File: src/rtl/nr4_mul.sv
module nr4_mul #(
  parameter int WIDTH = 8
) (
  input  logic                 clk,
  input  logic                 rst_n,
  input  logic                 valid_in,
  input  logic [WIDTH-1:0]     a,
  input  logic [WIDTH:0]       coef,
  output logic                 valid_out,
  output logic [2*WIDTH-1:0]   product
);
  localparam int K  = WIDTH / 2;
  localparam int PW = 2 * WIDTH;
  localparam int LV = $clog2(PW);

  logic [PW-1:0] pp [K];
  logic [K-1:0]  cin;
  logic [PW-1:0] cor;

  for (genvar j = 0; j < K; j++) begin : g_dig
    logic sgn, one, two;
    if (j < K - 1) begin : g_low
      logic one_p, one_n, two_n;
      assign one_p = coef[2*j] & ~coef[2*j+1];
      assign one_n = coef[2*j] &  coef[2*j+1];
      assign two_n = coef[2*j+1] & ~coef[2*j];
      assign one = one_p | one_n;
      assign two = two_n;
      assign sgn = one_n | two_n;
    end else begin : g_top
      assign one = coef[WIDTH-2];
      assign two = coef[WIDTH-1];
      assign sgn = coef[WIDTH];
    end
    logic [WIDTH:0] mag;
    logic [PW-1:0]  ext;
    assign mag = two ? {a, 1'b0} : (one ? {a[WIDTH-1], a} : '0);
    assign ext = {{(PW-WIDTH-1){mag[WIDTH]}}, mag};
    assign pp[j]  = (sgn ? ~ext : ext) << (2*j);
    assign cin[j] = sgn;
  end

  always_comb begin
    cor = '0;
    for (int j = 0; j < K; j++) cor[2*j] = cin[j];
  end

  logic [PW-1:0] cs_s [K+1];
  logic [PW-1:0] cs_c [K+1];
  assign cs_s[0] = cor;
  assign cs_c[0] = '0;
  for (genvar j = 0; j < K; j++) begin : g_csa
    assign cs_s[j+1] = cs_s[j] ^ cs_c[j] ^ pp[j];
    assign cs_c[j+1] = ((cs_s[j] & cs_c[j]) | (cs_s[j] & pp[j]) | (cs_c[j] & pp[j])) << 1;
  end

  logic [PW-1:0] gk [LV+1];
  logic [PW-1:0] pk [LV];
  assign gk[0] = cs_s[K] & cs_c[K];
  assign pk[0] = cs_s[K] ^ cs_c[K];
  for (genvar l = 0; l < LV; l++) begin : g_lvl
    localparam int D = 1 << l;
    for (genvar i = 0; i < PW; i++) begin : g_bit
      if (i >= D) begin : g_mrg
        assign gk[l+1][i] = gk[l][i] | (pk[l][i] & gk[l][i-D]);
        if (l + 1 < LV) begin : g_p
          assign pk[l+1][i] = pk[l][i] & pk[l][i-D];
        end
      end else begin : g_pass
        assign gk[l+1][i] = gk[l][i];
        if (l + 1 < LV) begin : g_p
          assign pk[l+1][i] = pk[l][i];
        end
      end
    end
  end

  logic [PW-1:0] sum;
  assign sum = pk[0] ^ (gk[LV] << 1);

  always_ff @(posedge clk or negedge rst_n) begin
    if (!rst_n) begin
      valid_out <= 1'b0;
      product   <= '0;
    end else begin
      valid_out <= valid_in;
      if (valid_in) product <= sum;
    end
  end
endmodule


File: config.mk
export PLATFORM = sky130hd
export DESIGN_NAME = nr4_mul
export DESIGN_NICKNAME = d
export VERILOG_FILES = /design/src/rtl/nr4_mul.sv
export SDC_FILE = /design/constraint.sdc
export NUM_CORES = 1
export LEC_CHECK = 0
export BUFFER_PORTS_ARGS = -buffer_cell sky130_fd_sc_hd__clkbuf_2
export CAP_MARGIN = 20
export CORE_ASPECT_RATIO = 1.5
export CORE_MARGIN = 2
export CORE_UTILIZATION = 59
export CTS_CLUSTER_DIAMETER = 150
export DETAILED_ROUTE_END_ITERATION = 8
export PLACE_DENSITY = 0.86
export SYNTH_ARGS = -nofsm -noshare
export SYNTH_HDL_FRONTEND = slang
export SYNTH_SLANG_ARGS = --single-unit
File: constraint.sdc
create_clock -name clk -period 0.95 [get_ports clk]
set_input_delay 0.19 -clock clk [delete_from_list [all_inputs] [get_ports clk]]
set_output_delay 0.19 -clock clk [all_outputs]
set_load 0.005 [all_outputs]
Yosys cells after proc, flatten, opt, wreduce, memory -nomap -nowiden
Cells that the tools add are included.

Muxes and demuxes: 12. Bitwise logic cells: 172.

Operator list (count): 15-bit bitwise AND (10); 16-bit bitwise XOR (8); 15-bit OR (6); 1-bit bitwise AND (85); 9-bit 2-to-1 mux (8); 1-bit OR (51); 16-bit 2-to-1 mux (1); 16-bit NOT (1); 7-bit by 16-bit bitwise XOR with 16-bit output (1); 7-bit by 15-bit bitwise AND with 15-bit output (1); 14-bit 2-to-1 mux (1); 14-bit NOT (1); 12-bit 2-to-1 mux (1); 12-bit NOT (1); 10-bit 2-to-1 mux (1); 10-bit NOT (1); 1-bit NOT (6).

Register bits after elaboration: 17. Input port bits: 20. Output and inout bits: 17. Word-level logic and storage cells: 186.

Depth between registers and ports, before layout
Depth in word-level cells: 26. Mapped depth: 16. Depth with buffers taken out: 15.

Worst setup path before layout
No wires, ideal clock.

Path type: input to register. From: in a[3]. To: reg product[14]. Library setup time: 0.132 ns. Data arrival time: 3.448 ns. Required time: 0.818 ns. Slack: -2.630 ns. Stages on the path: 16. Path buffers: 1. Cells stage by stage: clkbuf_1 > inv_1 > a21oi_1 > a21oi_1 > ha_1 > ha_1 > inv_1 > fa_1 > inv_1 > ha_1 > ha_1 > fa_1 > a211oi_2 > o21a_1 > o32a_1 > o211ai_1.

Longest elaborated chain between the ends: 23. Elaborated cells between the ends (all ways): 73. Those cells by class: 12 x mux; 61 x bitwise.

RTL lines: from (decl) (line 7) `input logic [WIDTH-1:0] a,`; 9-bit 2-to-1 mux (2 in a row) (line 37) `assign mag = two ? {a, 1'b0} : (one ? {a[WIDTH-1], a} : '0);`; 16-bit NOT (line 39) `assign pp[j] = (sgn ? ~ext : ext) << (2*j);`; 16-bit 2-to-1 mux (line 39); 7-bit by 15-bit bitwise AND with 15-bit output or 7-bit by 16-bit bitwise XOR with 16-bit output (tied branches) (line 54, 53); 15-bit bitwise AND (line 54) `assign cs_c[j+1] = ((cs_s[j] & cs_c[j]) | (cs_s[j] & pp[j]) | (cs_c[j] & pp[j])) << 1;`; 15-bit OR (2 in a row) (line 54); 15-bit bitwise AND (line 54); 15-bit OR (2 in a row) (line 54); [... 4 more ...]; 1-bit bitwise AND (line 65) `assign gk[l+1][i] = gk[l][i] | (pk[l][i] & gk[l][i-D]);`; 1-bit OR (line 65); 1-bit bitwise AND (line 65); 1-bit OR (line 65); 1-bit bitwise AND (line 65); 1-bit OR (line 65); 1-bit OR * (line 65); 16-bit bitwise XOR * (line 79) `assign sum = pk[0] ^ (gk[LV] << 1);`; to (signal assigned) (line 87) `if (valid_in) product <= sum;`; to (decl) (line 10) `output logic [2*WIDTH-1:0] product`.

Every way passes the cells marked *; elsewhere a longest branch is shown, timed or not. A chain may end at the register's enable or synchronous reset.

Worst setup path in the final report
From: in a[7]. To: reg product[14].

Longest elaborated chain between the ends: 22. Elaborated cells between the ends (all ways): 65. Those cells by class: 12 x mux; 53 x bitwise.

RTL lines (line): 9-bit 2-to-1 mux (2 in a row) (37); 16-bit NOT (39); 16-bit 2-to-1 mux (39); 7-bit by 16-bit bitwise XOR with 16-bit output or 7-bit by 15-bit bitwise AND with 15-bit output (tied branches) (53, 54); 15-bit bitwise AND (54); 15-bit OR (2 in a row) (54); 15-bit bitwise AND (54); 15-bit OR (2 in a row) (54); 15-bit bitwise AND (54); 15-bit OR (2 in a row) (54); 16-bit bitwise XOR or 15-bit bitwise AND (tied branches) (60, 59); 1-bit bitwise AND (65); 1-bit OR (65); 1-bit bitwise AND (65); 1-bit OR (3 in a row) (65); 16-bit bitwise XOR * (79).

Marks and branches as above.

==> summary.txt <==
Final Cycle Share -> 356.4%
First-pass DRT Iterations -> 5
post-synthesis sequential area ratio -> 15.80%
Synth Area in Adders -> 27.42%
status -> finished with violations
Achievable Freq -> 295.3 MHz
launch point of the worst reg-to-reg path -> product[12]$_DFFE_PN0P_
fin cells -> 462
Final Critical Period -> 3.386 ns
global placer's final weighted congestion -> 0.9017
Crit. End Element -> flop
critical path peak fanout -> 5
htree depth -> 1
post-route setup slack -> -2.436 ns
Synth async-reset ratio -> 100.0%
CP peak stage delay -> 0.51 ns
Vias -> 2,730
Crit path top cell by count -> fa_1
post-route ant nets -> 0
RSZ-0062 raised after global routing -> yes
design area -> 3821 sq um
placed instance area -> 3445 sq um
hpwl dp -> 5.608 mm
slowest CP cell -> fa_1
RR Endpoint -> product[12]$_DFFE_PN0P_
Post-Synth XOR/XNOR Area -> 11.06%
Final Hold Fails -> 0
cells along the critical path -> clkbuf_2, nor2b_1, o21ai_1, o21ai_1, fa_1, fa_1, inv_1, fa_1, inv_2, ha_4, buf_4, o21ai_4, o21a_4, o32a_1, o211ai_1
post-synthesis mux area share -> 3.671%
Avg Cell Area, Syn -> 8.414 sq um
Synth Area in Compound Gates -> 21.42%
I/O Pins -> 37
TritonCTS clock tree -> yes
largest family of logic cells by synthesized area -> adder cells
failing checks -> negative setup slack
CTS clk-pin slew, worst paths -> 0.06 ns
CP Capture Point -> product[14]$_DFFE_PN0P_
P_leak -> 1.836 nW
Die Width -> 59.16 um
Worst Reg-to-Reg Cells -> 3
Synthesized Nets -> 387
Warnings, synthesis -> 0
root buffer cell -> clkbuf_8
Setup Viol. Count Final -> 20
Max-cap violations -> 0
Unique masters post-synth -> 45
GRT overflow -> 0
Slew @ Worst Pin -> 0.4546 ns
Area growth, synth to finish -> 41.91%
Top FF cell, synth -> dfrtp_1
first-pass GRT wire length -> 12.90 mm
post-synthesis simple-gate area fraction -> 10.64%
Max-slew headroom -> 69.69%
R2R Setup Slk -> 0 ns
WS Path Type -> input pin to flop
Sinks on Clock Net -> 17
Data required, critical path -> 1.13 ns
Total GRT Usage -> 32.92%
Post-Synthesis Cells -> 320
vias in the first global route -> 2,849
pwr dens -> 2572 nW/um^2
initial antenna violation count -> 0
routed wire length -> 8.224 mm
mapped cell area -> 2693 sq um
worst hold slack -> 0.2725 ns
EDFF count, synth -> 0
worst slack, placed -> -2.633 ns
routed vias/inst -> 5.909
arrival time of the worst setup path -> 3.56 ns
Die Span Y -> 86.74 um
Worst VDD drop -> 2015 uV
final net count -> 482
FF+latch count, synth -> 17
core footprint -> 4467 sq um
Starting Density -> 60.28%
share of layout cells above drive strength 1 -> 42.75%
CTS max path bufs -> 2
Iter 0 DRT Violations -> 126
row count -> 30
Hold WC Path Type -> input pin to flop
port bufs -> 36
Worst-Skew Late Latency -> 0.26 ns
startpoint types -> input pin
Slew Limit Fails -> 0
CTS Buf Count -> 3
number of diodes -> 0
post-route DRC violation count -> 0
wire length per cell after detailed routing -> 17.80 um
Die ar. -> 5131 sq um
Max Clock Skew -> 0 ns
crit path launch -> a[7]
largest net degree at the start of global routing -> 19
Inst Count DP -> 441
-- final cells by class --
| class | instances | area (sq um) |
|---|---|---|
| Inverter | 39 | 146.4 |
| Clock buffer | 3 | 41.29 |
| Timing Repair Buffer | 117 | 868.3 |
| Multi-Input combinational cell | 237 | 2275 |
| Clock inverter | 1 | 5.005 |
| Fill cell | 222 | 645.6 |
| Tap cell | 48 | 60.06 |
| Sequential cell | 17 | 425.4 |
-- timing repair --
action / 4_1_cts / 5_1_grt
gates resized for setup: 31 / 11
endpoints found under the hold margin: 17 / 0
buffers inserted: 6 / 9
gates cloned: 1 / 0
hold buffers: 1 / 0
setup endpoints to repair: 20 / 31
pin swaps: 23 / 13
-- per-layer routing --
metal	vias to the layer above	track usage [%]	routed length [um]
met1	1314	36.32	2996
li1	1268	-	-
met5	-	0	0
met3	38	4.925	366
met4	0	16.12	372
met2	110	59.49	4488
-- worst max-delay path, delay by kind of cell --
family                   cells  cell delay, ns
buffers and inverters        4            0.36
AO/OA/AOI/OAI                6            1.10
adder cells (fa/ha/maj)      4            1.75
AND/OR/NAND/NOR              1            0.16
-- cells in the mapped netlist (all sizes together) (5+ instances only) --
cell type,instances,area [sq um]
nand3,5,25.02
ha,27,337.8
a21oi,38,193.9
fa,20,400.4
dfrtp,17,425.4
inv,39,146.4
xnor2,22,192.7
a22oi,6,45.04
a21o,7,53.80
xor2,12,105.1
nor2,5,18.77
mux2,7,78.83
nand2,18,67.56
nand2b,7,43.79
buf,11,61.31
clkbuf,16,61.30
nor2b,9,56.30
o21ai,18,90.09
-- logic make-up (layout without fill, tap and decap cells) --
family          after synthesis  in the layout
fa+ha+maj                    47             47
flops                        17             17
simple gates                 55             55
xor+xnor                     34             34
compound gates               92             92
buf+inv                      66            160
mux                           9              9
-- placed cells by master (no fill, tap or decap), types with 3 or more instances in the layout --
cell      Yosys  layout
buf_4         0      72
inv_1        39      33
clkbuf_2      1      32
a21oi_1      37      29
xnor2_1      22      19
nand2_1      18      18
fa_1         20      17
dfrtp_1      17      17
ha_1         27      15
o21ai_0      18      12
xor2_1       12      10
ha_4          0      10
nor2b_1       9       9
a21oi_2       1       9
nand2b_1      7       7
a21o_1        6       6
a22oi_1       6       6
inv_2         0       6
buf_6         1       6
nor2_1        5       5
mux2_4        0       5
nand3_1       5       5
clkbuf_8      0       5
a31oi_1       4       4
nand4_1       4       4
xnor2_2       0       3
o21ai_2       0       3
a211oi_2      1       3
fa_2          0       3
-- flip-flops by register name, summed over array words and instances (netlist names) --
register   flops
product       16
valid_out      1
-- per-stage QoR --
stage               setup TNS [ns]  util (%)  total power, mW
floorplan                   -27.44         -            5.570
global placement            -31.39     77.11            7.605
detailed placement          -32.25     77.11            7.958
CTS                         -26.72     82.97            9.165
global route                -29.78     85.55            10.56
finish                      -28.45     85.55            9.829
-- how the worst min path moves through the flow --
stage / cells after the start / from / endpoint / slack, ns
after floorplan: 0 / rst_n / product[0]$_DFFE_PN0P_ / -0.11
after global placement: 1 / rst_n / product[2]$_DFFE_PN0P_ / 0.14
after detailed placement: 1 / rst_n / product[3]$_DFFE_PN0P_ / 0.15
after CTS: 3 / valid_in / product[12]$_DFFE_PN0P_ / 0.27
after global routing: 3 / valid_in / product[12]$_DFFE_PN0P_ / 0.31
final: 3 / valid_in / product[12]$_DFFE_PN0P_ / 0.27
-- where the power goes --
| group | switching [mW] | internal, mW | leakage [nW] | total, mW |
|---|---|---|---|---|
| clock | 0.265 | 0.292 | 0.0255 | 0.557 |
| sequential | 0.177 | 1.05 | 0.201 | 1.23 |
| combinational | 3.86 | 4.18 | 1.61 | 8.04 |
| total | 4.30 | 5.52 | 1.84 | 9.83 |
No activity file was read; power rests on OpenSTA's default activity.
